[src/rtl/psw_pkg.sv]
// Package: types shared by the pulse-swallow divider.
// Assumes: nothing beyond IEEE 1800-2017 packages.
package psw_pkg;

    // Modulus the prescaler uses for its next cycle.
    typedef enum logic {
        PRE_DIV16 = 1'b0,
        PRE_DIV17 = 1'b1
    } pre_mode_t;

endpackage

[src/rtl/psw_prescaler.sv]
// Dual-modulus prescaler: divides by 2**A_W or 2**A_W + 1.
// Assumes: the mode input is valid in the cycle tc is high; that mode is
// the modulus used for the prescaler cycle that starts next.
module psw_prescaler
    import psw_pkg::*;
#(
    parameter int A_W      = 4,
    parameter bit RST_HIGH = 1'b0
) (
    input  logic      clk_in,
    input  logic      rst_n,
    input  pre_mode_t mode_next,
    output logic      tc
);
    localparam int PC_W = $clog2((2 ** A_W) + 1);
    localparam logic [PC_W-1:0] LOAD_HI = PC_W'(2 ** A_W);
    localparam logic [PC_W-1:0] LOAD_LO = PC_W'((2 ** A_W) - 1);

    logic [PC_W-1:0] pre_cnt;

    assign tc = (pre_cnt == '0);

    // Count down; on terminal count, reload for the requested modulus.
    always_ff @(posedge clk_in) begin
        if (!rst_n) begin
            pre_cnt <= RST_HIGH ? LOAD_HI : LOAD_LO;
        end else if (tc) begin
            pre_cnt <= (mode_next == PRE_DIV17) ? LOAD_HI : LOAD_LO;
        end else begin
            pre_cnt <= pre_cnt - 1'b1;
        end
    end

endmodule

[src/rtl/psw_swallow_ctr.sv]
// Swallow counter: counts the prescaler cycles that run at the high modulus.
// Assumes: tc comes from the prescaler, and on a boundary new_a is the
// setting of the period that starts next.
module psw_swallow_ctr
    import psw_pkg::*;
#(
    parameter int          A_W   = 4,
    parameter logic [A_W-1:0] RST_A = '0
) (
    input  logic           clk_in,
    input  logic           rst_n,
    input  logic           tc,
    input  logic           boundary,
    input  logic [A_W-1:0] new_a,
    output pre_mode_t      mode_next
);
    logic [A_W-1:0] a_cnt;

    // Next prescaler cycle is high-modulus while high-modulus cycles remain.
    always_comb begin
        if (boundary) begin
            mode_next = (new_a != '0) ? PRE_DIV17 : PRE_DIV16;
        end else begin
            mode_next = (a_cnt > A_W'(1)) ? PRE_DIV17 : PRE_DIV16;
        end
    end

    // Reload at period start; otherwise step down once per prescaler cycle.
    always_ff @(posedge clk_in) begin
        if (!rst_n) begin
            a_cnt <= RST_A;
        end else if (tc) begin
            if (boundary) begin
                a_cnt <= new_a;
            end else if (a_cnt != '0) begin
                a_cnt <= a_cnt - 1'b1;
            end
        end
    end

endmodule

[src/rtl/psw_program_ctr.sv]
// Program counter: counts all prescaler cycles and flags the end of a period.
// Assumes: new_b is at least 1 (a legal setting has B >= 4).
module psw_program_ctr #(
    parameter int             B_W   = 13,
    parameter logic [B_W-1:0] RST_B = B_W'(4)
) (
    input  logic           clk_in,
    input  logic           rst_n,
    input  logic           tc,
    input  logic [B_W-1:0] new_b,
    output logic           boundary
);
    logic [B_W-1:0] b_cnt;

    assign boundary = tc && (b_cnt == B_W'(1));

    // Reload on the last prescaler cycle; otherwise step down per cycle.
    always_ff @(posedge clk_in) begin
        if (!rst_n) begin
            b_cnt <= RST_B;
        end else if (tc) begin
            if (boundary) begin
                b_cnt <= new_b;
            end else begin
                b_cnt <= b_cnt - 1'b1;
            end
        end
    end

endmodule

[src/rtl/psw_ratio_check.sv]
// Ratio check and setting hold: splits N into fields, checks that it is legal,
// holds the active setting and flags illegal requests.
// Assumes: the setting changes only on a boundary cycle.
module psw_ratio_check #(
    parameter int             A_W   = 4,
    parameter int             B_W   = 13,
    parameter int             MIN_B = 4,
    parameter logic [A_W-1:0] RST_A = '0,
    parameter logic [B_W-1:0] RST_B = B_W'(4)
) (
    input  logic               clk_in,
    input  logic               rst_n,
    input  logic [A_W+B_W-1:0] ratio_in,
    input  logic               boundary,
    output logic [A_W-1:0]     a_set,
    output logic [B_W-1:0]     b_set,
    output logic [A_W-1:0]     new_a,
    output logic [B_W-1:0]     new_b,
    output logic               ratio_err
);
    logic [A_W-1:0] a_in;
    logic [B_W-1:0] b_in;
    logic           in_ok;

    assign a_in  = ratio_in[A_W-1:0];
    assign b_in  = ratio_in[A_W+B_W-1:A_W];
    assign in_ok = (b_in >= B_W'(MIN_B)) && (b_in >= {{(B_W-A_W){1'b0}}, a_in});

    // Setting offered to the counters at a boundary: the request if legal.
    always_comb begin
        new_a = in_ok ? a_in : a_set;
        new_b = in_ok ? b_in : b_set;
    end

    // Capture the setting of each new period.
    always_ff @(posedge clk_in) begin
        if (!rst_n) begin
            a_set <= RST_A;
            b_set <= RST_B;
        end else if (boundary) begin
            a_set <= new_a;
            b_set <= new_b;
        end
    end

    // Register the legality flag every clock.
    always_ff @(posedge clk_in) begin
        if (!rst_n) begin
            ratio_err <= 1'b0;
        end else begin
            ratio_err <= !in_ok;
        end
    end

endmodule

[src/rtl/psw_fb_divider.sv]
// Top: pulse-swallow feedback divider. It emits a one-clock pulse every N input
// clocks, with N = 16*B + A taken from ratio_in.
// Assumes: RESET_RATIO is a legal ratio.
module psw_fb_divider
    import psw_pkg::*;
#(
    parameter int A_W         = 4,
    parameter int B_W         = 13,
    parameter int MIN_B       = 4,
    parameter int RESET_RATIO = 64
) (
    input  logic               clk_in,
    input  logic               rst_n,
    input  logic [A_W+B_W-1:0] ratio_in,
    output logic               out_pulse,
    output logic               ratio_err
);
    localparam int N_W = A_W + B_W;
    localparam logic [N_W-1:0] RST_N = N_W'(RESET_RATIO);
    localparam logic [A_W-1:0] RST_A = RST_N[A_W-1:0];
    localparam logic [B_W-1:0] RST_B = RST_N[N_W-1:A_W];

    logic           tc;
    logic           boundary;
    pre_mode_t      mode_next;
    logic [A_W-1:0] a_set;
    logic [B_W-1:0] b_set;
    logic [A_W-1:0] new_a;
    logic [B_W-1:0] new_b;

    psw_ratio_check #(
        .A_W(A_W), .B_W(B_W), .MIN_B(MIN_B), .RST_A(RST_A), .RST_B(RST_B)
    ) u_check (
        .clk_in(clk_in), .rst_n(rst_n), .ratio_in(ratio_in), .boundary(boundary),
        .a_set(a_set), .b_set(b_set), .new_a(new_a), .new_b(new_b),
        .ratio_err(ratio_err)
    );

    psw_prescaler #(.A_W(A_W), .RST_HIGH(RST_A != '0)) u_pre (
        .clk_in(clk_in), .rst_n(rst_n), .mode_next(mode_next), .tc(tc)
    );

    psw_swallow_ctr #(.A_W(A_W), .RST_A(RST_A)) u_swallow (
        .clk_in(clk_in), .rst_n(rst_n), .tc(tc), .boundary(boundary),
        .new_a(new_a), .mode_next(mode_next)
    );

    psw_program_ctr #(.B_W(B_W), .RST_B(RST_B)) u_program (
        .clk_in(clk_in), .rst_n(rst_n), .tc(tc), .new_b(new_b),
        .boundary(boundary)
    );

    // Register the end-of-period flag into the output pulse.
    always_ff @(posedge clk_in) begin
        if (!rst_n) begin
            out_pulse <= 1'b0;
        end else begin
            out_pulse <= boundary;
        end
    end

endmodule

[config.mk]
export PLATFORM = sky130hd
export DESIGN_NAME = psw_fb_divider
export DESIGN_NICKNAME = d
export VERILOG_FILES = /design/src/rtl/psw_pkg.sv /design/src/rtl/psw_prescaler.sv /design/src/rtl/psw_swallow_ctr.sv /design/src/rtl/psw_program_ctr.sv /design/src/rtl/psw_ratio_check.sv /design/src/rtl/psw_fb_divider.sv
export SDC_FILE = /design/constraint.sdc
export NUM_CORES = 1
export LEC_CHECK = 0
export ABC_AREA = 0
export BUFFER_PORTS_ARGS = -buffer_cell sky130_fd_sc_hd__clkbuf_2
export CAP_MARGIN = 0
export CORE_ASPECT_RATIO = 1.75
export CORE_MARGIN = 3
export CORE_UTILIZATION = 53
export CTS_CLUSTER_SIZE = 10
export DETAILED_ROUTE_END_ITERATION = 6
export GPL_ROUTABILITY_DRIVEN = 1
export GPL_TIMING_DRIVEN = 0
export PLACE_DENSITY = 0.73
export SLEW_MARGIN = 0
export SYNTH_ARGS = -nofsm -noshare
export SYNTH_HDL_FRONTEND = slang
export SYNTH_SLANG_ARGS = --single-unit
[constraint.sdc]
create_clock -name clk_in -period 1.85 [get_ports clk_in]
set_input_delay 0.0925 -clock clk_in [delete_from_list [all_inputs] [get_ports clk_in]]
set_output_delay 0.0925 -clock clk_in [all_outputs]
set_load 0.005 [all_outputs]
==> results.md, run 1 <==
- Yosys reg bits: 41
- DP Wirelength: slightly above 4 mm
- Layout Nets: about 360
- Synth cell types: 45
- Worst skew pair latency: 290 ps
- CTS tree: done
- Die width: ~56 um
- Most frequent cells in the layout: 38 x buf_4, 35 x dfxtp_1, 29 x a21oi_1
- Fin. Hold Viols: 0
- Total GRT Usage: a little under a quarter
- Worst EP arrival: around 2000 ps
- Critical Path Sink: u_program.b_cnt[3]
- Die footprint: 0.005189 mm^2
- Final setup fails: 0
- ANT cells: 0
- CTS clk-pin slew, worst paths: ~80 ps
- RR Endpoint: u_program.b_cnt[3]
- I/O Buffers: 20
- Status: completed
- Clk buf depth: 2
- Fmax: 544.9 MHz
- Top area cells in the synthesized netlist: dfxtp_1 36%, a21oi_1 6.5%, ha_1 5.4%, o21ai_0 4.8%, mux2i_1 3.9%
- Pwr per Cell Area: 514.7 mW/mm^2
- Tmin final: between 1500 and 2000 ps
- Vias per cell: around 6.0
- Die H: around 93 um
- Worst-case reg-to-reg path depth: 8
- Initial DRC count: 90
- RSZ-0062 raised after global routing: yes
- Share of layout cells above drive strength 1: between 30% and 40%
- Slew HR: between 60% and 70%
- Hold Path Class: in2reg
- Routability Congestion: approximately 0.83
- Remaining global-route overflow: 0
- Synth Area per Inst: approximately 8.6 um^2
- Slew @ Worst Pin: 553.2 ps
- CTS Sinks: 41
- Crit end category: flip-flop
- Worst R2R Setup Slack: about 15 ps
- Critical setup path kind: reg2reg
- Max-cap viol count: 0
- Area added between synthesis and finish: 31.99%
- IO Count: 21
- Via count: 2263
- Hold buffer count at CTS: 0
- Synthesized area: roughly 0.0023 mm^2
- CORE AREA: ~0.0042 mm^2
- Final total power: 0.001560 W
- CTS buffer count: 5
- Syn Inst Count: 266
- Peak VDD IR: between 500 and 600 uV
- Worst EP required: between 2000 and 2500 ps
- Initial Util: between 50% and 60%
- CP max FO: 7
- Leak: between 1 and 1.5 nW
- # fillers: approximately 320
- Clock root buffer: clkbuf_8
- Rows: 31
- Initial antenna violation count: 0
- DR pass1 iterations: 4
- DR WL/cell: ~17 um
- Final ANT Viol Nets: 0
- Top-area cell type share of the netlist area: between 30% and 40%
- Commonest non-fill, non-tap cell in the layout: buf_4
- Largest net degree at the start of global routing: 12
- Clock Skew: just under 7 ps
- Synth area leader: dfxtp_1
- Post-Route WL: about 6.3 mm
- Synthesized Nets: about 300
- Final core occ: approximately three quarters
- CP Launch Type: flip-flop
- First-pass GRT wire length: roughly 9.9 mm
- Post-synthesis sequential area ratio: 35.75%
- Yosys warns: 0
- Final period utilization: between 90 and 100%
- Slew Viols, Final: 0
- Remaining DRCs: 0
- H-tree Lvls: 2
- Vias in the first global route: 2123
- Setup crit start: u_pre.pre_cnt[1]
- RR Startpoint: u_pre.pre_cnt[1]
cells by family after synthesis:
logic type | after synthesis | synth area share, %
AOI/OAI and AO/OA | 91 | 26.16
xor gates and xnor gates | 4 | 1.526
buffers and inverters | 30 | 5.886
and+or+nand+nor | 81 | 21.31
adders and majority gates | 10 | 5.450
DFF | 41 | 35.75
muxes | 9 | 3.924
power breakdown:
group | switching (W) | leakage [nW] | internal (W)
sequential | 0.00000574 | 0.332 | 0.000887
clock | 0.000296 | 0.0399 | 0.000249
combinational | 0.0000726 | 0.763 | 0.0000503
total | 0.000374 | 1.14 | 0.00119
cells in the mapped netlist (all sizes together):
master	instances
a2111o	1
a2111oi	2
a211oi	5
a21o	1
a21oi	31
a22oi	1
a311oi	1
a31o	1
a31oi	8
and3	1
and4	1
buf	12
clkbuf	7
dfxtp	41
ha	10
inv	11
mux2i	9
nand2	17
nand2b	3
nand3	17
nand4	4
nor2	13
nor3	12
nor3b	1
nor4	6
nor4b	2
o211ai	1
o21a	2
o21ai	24
o221ai	2
o22ai	8
o311a	1
o41ai	2
or3b	1
or4	2
or4b	1
xnor2	4
how the worst min path moves through the flow:
stage	start	endpoint	slack (ps)	depth (start not counted)
global route	ratio_in[16]	u_check.b_set[12]	60	3
finish	ratio_in[4]	u_check.b_set[0]	60	3
floorplan	ratio_in[14]	u_check.b_set[10]	230	2
global placement	ratio_in[8]	u_check.b_set[4]	340	3
CTS	ratio_in[16]	u_check.b_set[12]	40	3
detailed placement	ratio_in[16]	u_check.b_set[12]	350	3
final cells by class:
cell class              count  area, um^2  area share, %
plain buffers              17       127.6          4.211
inverters                  11       41.29          1.363
repair buffers             58       406.6          13.42
multi-input cells         195        1489          49.13
flip-flops and latches     41       830.8          27.42
well taps                  49       61.31          2.023
clock inverters             1       5.005         0.1652
clock buffers               5       68.82          2.271
metrics by stage:
stage / hold WS, ps / cell area (um^2) / setup TNS (ps) / instances / worst slack (ps)
finish: 56.47 / 3030 / 0 / 377 / 14.91
global route: 55.82 / 3030 / -529.3 / 377 / -80.48
CTS: 44.66 / 2764 / -1.336 / 358 / -1.336
detailed placement: 353.1 / 2460 / -8511 / 335 / -283.6
global placement: 344.2 / 2460 / -7216 / 335 / -244.3
floorplan: 228.5 / 2298 / 0 / 266 / 6.324
state kept, by name, indices dropped and copies added, names as in the netlist:
register / cells
u_check.ratio_err: 1
out_pulse: 1
u_program.b_cnt: 13
u_check.b_set: 13
u_swallow.a_cnt: 4
u_pre.pre_cnt: 5
u_check.a_set: 4
worst max-delay path: stages, from the launching register on:
cell	delay, ps
dfxtp_2	320
inv_2	60
ha_4	140
or4b_4	570
buf_8	180
o41ai_2	200
o21ai_1	100
nand2_1	70
o21ai_1	60
per-layer routing:
layer | part of all wire [%] | track usage, % | vias up
met1 | 42 | 27.86 | 1073
li1 | - | - | 1124
met5 | 0 | 0 | -
met2 | 52 | 43.38 | 57
met3 | 3.6 | 3.729 | 9
met4 | 2.2 | 7.505 | 0
what timing repair did:
action,in CTS,in global routing
pin swaps,6,11
gates resized for setup,25,39
endpoints found under the setup margin,39,38
setup buffers,17,20
gates cloned,0,1
(Power assumes the default switching activity.)
==> run 2: changes to the inputs <==
==> constraint.sdc (replaced) <==
create_clock -name clk_in -period 1.85 [get_ports clk_in]
set_input_delay 0.555 -clock clk_in [delete_from_list [all_inputs] [get_ports clk_in]]
set_output_delay 0.555 -clock clk_in [all_outputs]
set_load 0.005 [all_outputs]
==> results.md, run 2 (synthesis results as in run 1) <==
- Status: complete, but fails checks
- DP Wirelength: about 4.2 mm
- Slew HR: between 40% and 50%
- CP max stage delay: just under 400 ps
- Die width: around 56 um
- RR Endpoint: u_check.b_set[2]
- Layout Nets: between 300 and 400
- Vias in the first global route: around 2100
- Slew @ Worst Pin: between 700 and 800 ps
- Clock root buffer: clkbuf_8
- Vias per cell: between 6 and 7
- Fin. Hold Viols: 0
- Final core occ: roughly three quarters
- Worst-case reg-to-reg path depth: 8
- Initial Util: around 55%
- CORE AREA: between 0.004 and 0.005 mm^2
- CP Depth: 9
- Via count: 2318
- Share of layout cells above drive strength 1: 36.19%
- Worst R2R Setup Slack: -200 ps
- Most frequent cells in the layout: 40 x dfxtp_1, 21 x a21oi_1, 18 x buf_4, 18 x clkbuf_2, 16 x nand2_1
- Initial DRC count: 147
- Rows: 31
- I/O Buffers: 20
- Max-cap viol count: 0
- ANT cells: 0
- Largest regs: u_check.b_set (13), u_program.b_cnt (13), u_pre.pre_cnt (5)
- Clock Skew: slightly below 10 ps
- DR WL/cell: between 15 and 20 um
- Failing checks: setup timing
- CTS buffer count: 5
- Cell family with most CP delay: compound AO/OA/AOI/OAI gates
- Die H: a little over 90 um
- Setup crit start: ratio_in[0]
- CP Launch Type: primary input
- Fmax: around 470 MHz
- RSZ-0062 raised after global routing: yes
- Initial antenna violation count: 0
- CTS Sinks: 41
- Final setup fails: 40
- Total GRT Usage: between 20% and 30%
- Remaining global-route overflow: 0
- Commonest non-fill, non-tap cell in the layout: dfxtp_1
- Largest net degree at the start of global routing: 13
- First-pass GRT wire length: a little over 10 mm
- Worst skew pair latency: approximately 300 ps
- Remaining DRCs: 0
- Crit end category: flip-flop
- Critical setup path kind: in2reg
- Area added between synthesis and finish: 35.26%
- CTS tree: done
- IO Count: 21
- Slew Viols, Final: 0
- Worst EP required: about 2000 ps
- Tmin final: ~2100 ps
- Placed Cells: between 300 and 400
- CP Cell Sequence: clkbuf_8 > ha_4 > nand2b_4 > a2111o_1 > a21o_1 > buf_6 > buf_4 > mux2i_1 > o22ai_1
- Leak: between 1 and 1.5 nW
- Peak VDD IR: between 500 and 600 uV
- Pwr per Cell Area: between 500 and 600 mW/mm^2
- Final ANT Viol Nets: 0
- Hold buffer count at CTS: 0
- CP Buf/Inv Count: 3
- CP max FO: 7
- Setup ws final: -282.3 ps
- Routability Congestion: slightly above 0.8
- Finished Layout Cells: ~360
- CP max stage cell: a2111o_1
- H-tree Lvls: 2
- Die footprint: 0.005189 mm^2
- RR Startpoint: u_program.b_cnt[1]
- Critical Path Sink: u_swallow.a_cnt[0]
- Clk buf depth: 2
- Hold Path Class: reg2reg
- DR pass1 iterations: 7
- Worst EP arrival: between 2000 and 2500 ps
- Final period utilization: 115.3%
- Post-Route WL: 6.779 mm
- CTS clk-pin slew, worst paths: around 80 ps
## run 2: power by group
part / internal (W) / leakage [nW] / switching (W) / total, W
Clock: 0.000441 / 0.0585 / 0.000330 / 0.000770
Combinational: 0.0000633 / 0.712 / 0.0000822 / 0.000146
Sequential: 0.000887 / 0.331 / 0.00000513 / 0.000892
Total: 0.00139 / 1.10 / 0.000417 / 0.00181
## run 2: area by class of cell
class | instances | area, um^2
Clock buffer | 7 | 86.33
Inverter | 11 | 53.80
Buffer | 19 | 158.9
Sequential cell | 41 | 822.0
Fill cell | 284 | 1045
Timing Repair Buffer | 41 | 349.1
Clock inverter | 1 | 30.03
Tap cell | 49 | 61.31
Multi-Input combinational cell | 195 | 1544
## run 2: timing repair
action                                  4_1_cts  5_1_grt
gates cloned                                  1        1
gates resized for setup                      46       29
endpoints found under the setup margin       40       40
endpoints found under the hold margin         0        0
setup buffers                                13        6
pin swaps                                    28       10
## run 2: how the worst min path moves through the flow
| stage | from | endpoint | slack [ps] | cells past startpoint |
|---|---|---|---|---|
| 3_3_place_gp | u_pre.pre_cnt[0] | u_pre.pre_cnt[0] | 460 | 1 |
| 5_1_grt | u_check.b_set[10] | u_check.b_set[10] | 500 | 2 |
| 3_5_place_dp | u_pre.pre_cnt[0] | u_pre.pre_cnt[0] | 460 | 1 |
| 2_1_floorplan | u_pre.pre_cnt[0] | u_pre.pre_cnt[0] | 440 | 1 |
| 6_report | u_check.b_set[8] | u_check.b_set[8] | 480 | 2 |
| 4_1_cts | u_check.b_set[0] | u_check.b_set[0] | 470 | 2 |
## run 2: metrics by stage
step                      setup WS [ps]  power [W]  hold slack [ps]  TNS (ps)  cell area [um^2]
after floorplan                  -339.4  0.0009757            439.4     -8342              2391
after global placement           -689.1   0.001027            460.4    -23010              2552
after detailed placement         -717.3   0.001029            459.0    -23370              2552
after CTS                        -308.1   0.001794            466.1     -6893              2927
after global routing             -335.1   0.001855            503.5     -9337              3105
final                            -282.3   0.001808            477.7     -7612              3105
## run 2: layer usage
metal | track usage (%) | vias to the layer above | part of all wire, %
met3 | 2.072 | 22 | 5.5
met4 | 9.331 | 0 | 3.0
met5 | 0 | - | 0
li1 | - | 1093 | -
met1 | 29.32 | 1107 | 38
met2 | 45.06 | 96 | 54
## run 2: worst reg2reg max path, cell delays in order, from the launching register on
cell	delay, ps
dfxtp_1	360
inv_1	90
ha_1	150
nor4b_4	320
buf_4	200
nand4_1	120
clkbuf_2	270
o21ai_0	270
nand3_1	130
==> run 3: changes to the inputs <==
--- a/config.mk
+++ b/config.mk
@@ -5,7 +5,7 @@
 export SDC_FILE = /design/constraint.sdc
 export NUM_CORES = 1
 export LEC_CHECK = 0
-export ABC_AREA = 0
+export ABC_AREA = 1
 export BUFFER_PORTS_ARGS = -buffer_cell sky130_fd_sc_hd__clkbuf_2
 export CAP_MARGIN = 0
 export CORE_ASPECT_RATIO = 1.75
==> results.md, run 3 <==
- Initial DRC count: slightly above 90
- Worst skew pair latency: between 300 and 400 ps
- ANT cells: 0
- Commonest non-fill, non-tap cell in the layout: nand2_1
- Share of power burned in the clock network: between 40% and 50%
- Flop pwr share: between 40% and 50%
- Largest net degree at the start of global routing: 14
- Sw frac: 24.01%
- First-pass GRT wire length: about 10 mm
- Slew @ Worst Pin: around 600 ps
- Status: completed
- Top-area cell type share of the netlist area: 35.67%
- Slew Viols, Final: 0
- Post-Route WL: 6.615 mm
- Die width: 55.81 um
- Yosys warns: 0
- CP Cell Sequence: nor2_2 > nand2_4 > nor3_4 > nand3_4 > nor2_8 > nand2_2 > nor2_4 > nor2_1 > a21oi_1 > nor2_1
- Synthesized area: between 0.002 and 0.0025 mm^2
- Setup TNS: 0 ps
- Peak VDD IR: around 550 uV
- Crit end category: flip-flop
- CP max stage delay: 350 ps
- Max-cap viol count: 0
- Via count: between 2000 and 2500
- Most frequent cells in the layout: 47 x nand2_1, 38 x dfxtp_1, 35 x a21oi_1
- Clock root buffer: clkbuf_8
- Clk buf depth: 2
- CTS Sinks: 41
- Initial antenna violation count: 0
- Critical setup path kind: reg2reg
- CP max FO: 8
- Synthesized Nets: 349
- Syn Inst Count: 320
- Area added between synthesis and finish: 36.00%
- Place WS: -427.5 ps
- Synth area leader: dfxtp_1
- Fmax: approximately 540 MHz
- Number of synthesized flops with an enable pin: 0
- CP max stage cell: dfxtp_1
- CTS buffer count: 5
- Slew HR: 59.99%
- Vias in the first global route: approximately 2200
- Clock Skew: ~11 ps
- Synth cell types: 30
- DR WL/cell: roughly 16 um
- Yosys reg bits: slightly above 40
- Final setup fails: 0
- DR pass1 iterations: 4
- Final ANT Viol Nets: 0
- Tmin final: between 1500 and 2000 ps
- Most Frequent Cell on Critical Path: nor2_1
- Top area cells in the synthesized netlist: dfxtp_1 36%, a21oi_1 9.8%, nand2_1 9.6%, o21ai_0 6.1%, inv_1 5.5%
- Die H: roughly 93 um
- Leak: around 1.3 nW
- CP Launch Type: flip-flop
- Vias per cell: about 5.7
- Final period utilization: 99.94%
- Pwr per Cell Area: between 500 and 600 mW/mm^2
- Hold Path Class: reg2reg
- Comb power frac: 8.7%
- RSZ-0062 raised after global routing: yes
- Worst EP arrival: roughly 2000 ps
- Layout Nets: about 390
- Largest regs: u_check.b_set (13), u_program.b_cnt (13), u_pre.pre_cnt (5)
- Power Internal: 0.001393 W
- CORE AREA: around 0.0042 mm^2
- I/O Buffers: 19
- Post-synthesis sequential area ratio: a little over a third
- Initial Util: 55.44%
- Total GRT Usage: around a quarter
- Prevailing post-synth register cell: dfxtp_1
- Asr flop ratio synth: 0%
- Setup ws final: between 1 and 1.5 ps
- Remaining global-route overflow: 0
- Fin. Hold Viols: 0
- Share of layout cells above drive strength 1: 36.77%
- Most instantiated cells after synthesis: 59 x nand2_1, 45 x a21oi_1, 41 x dfxtp_1
- DP Wirelength: between 4 and 5 mm
- H-tree Lvls: 2
- CTS clk-pin slew, worst paths: ~80 ps
- IO Count: 21
- Routability Congestion: between 0.7 and 0.8
- Die footprint: slightly above 0.005 mm^2
- Most frequent cell after synthesis: nand2_1
- Worst EP required: 2020 ps
- P_sw: 0.0004399 W
- Synth Area per Inst: about 7.2 um^2
- Remaining DRCs: 0
- Rows: 31
- CTS tree: done
==> run 3: changes by cell type in the layout (fill, tap and decap cells not counted), sizes merged, moves of 5 or more <==
cell	before	now
a211oi	5	0
a21oi	31	47
buf	34	22
clkbuf	33	26
inv	11	40
mux2i	9	0
nand2	17	65
nor2	13	27
nor3	12	7
nor4	6	0
o21ai	24	33
o22ai	8	0
xor2	0	7
==> run 3: cells by family (layout without fill, tap and decap cells) <==
logic type,Yosys count,in the layout,share of synthesized area (%)
simple gates,120,121,26.21
xor+xnor,10,10,3.807
buf+inv,52,90,9.026
compound gates,87,87,19.85
fa+ha+maj,10,10,5.438
flops,41,41,35.67
==> run 3: routing by layer <==
layer / GRT usage (%) / up-vias / share of wire, %
li1: - / 1132 / -
met1: 23.75 / 1099 / 38
met2: 44.07 / 56 / 52
met3: 4.420 / 30 / 3.0
met4: 18.05 / 0 / 6.9
met5: 0 / - / 0
==> run 3: layout make-up <==
cell class | instances | area (um^2)
Clock buffer | 6 | 82.58
Timing Repair Buffer | 31 | 249.0
Multi-Input combinational cell | 228 | 1638
Inverter | 40 | 162.7
Buffer | 11 | 73.82
Clock inverter | 2 | 37.54
Sequential cell | 41 | 824.5
Fill cell | 300 | 1021
Tap cell | 49 | 61.31
==> run 3: power by group through the flow <==
stage	combinational, W	clock, W	sequential (W)
after global placement	0.000107	0	0.000911
final	0.000160	0.000782	0.000891
after floorplan	0.0000710	0	0.000910
after global routing	0.000176	0.000806	0.000891
after detailed placement	0.000113	0	0.000911
after CTS	0.000118	0.000780	0.000890
==> run 3: path summary, 6_finish.rpt <==
| check | slack [ps] | cells after the start | from | to |
|---|---|---|---|---|
| worst max-delay path | 1 | 10 | u_program.b_cnt[7] | u_swallow.a_cnt[2] |
| worst min-delay path | 470 | 2 | u_check.a_set[1] | u_check.a_set[1] |
| worst max register to register | 1 | 10 | u_program.b_cnt[7] | u_swallow.a_cnt[2] |
| worst min register to register | 470 | 2 | u_check.a_set[1] | u_check.a_set[1] |
==> run 3: repair_timing <==
action,CTS,global route
gates cloned,1,1
pin swaps,1,25
hold buffers,0,0
setup endpoints to repair,24,36
gates resized for setup,16,81
buffers inserted,0,11
==> run 3: metrics by stage <==
| step | hold WS [ps] | cells | area [um^2] | total power [W] | util [%] |
|---|---|---|---|---|---|
| floorplan | 441.2 | 320 | 2367 | 0.0009814 | - |
| global placement | 452.3 | 388 | 2524 | 0.001019 | 60.81 |
| detailed placement | 455.3 | 388 | 2524 | 0.001024 | 60.81 |
| CTS | 469.9 | 397 | 2721 | 0.001789 | 65.57 |
| global route | 491.1 | 408 | 3129 | 0.001873 | 75.40 |
| finish | 468.5 | 408 | 3129 | 0.001833 | 75.40 |
==> run 3: worst max-delay path: cells and delay by family, from the launching register on <==
kind | cells | cell delay (ps)
simple gates | 9 | 1210
flops | 1 | 350
compound gates | 1 | 150
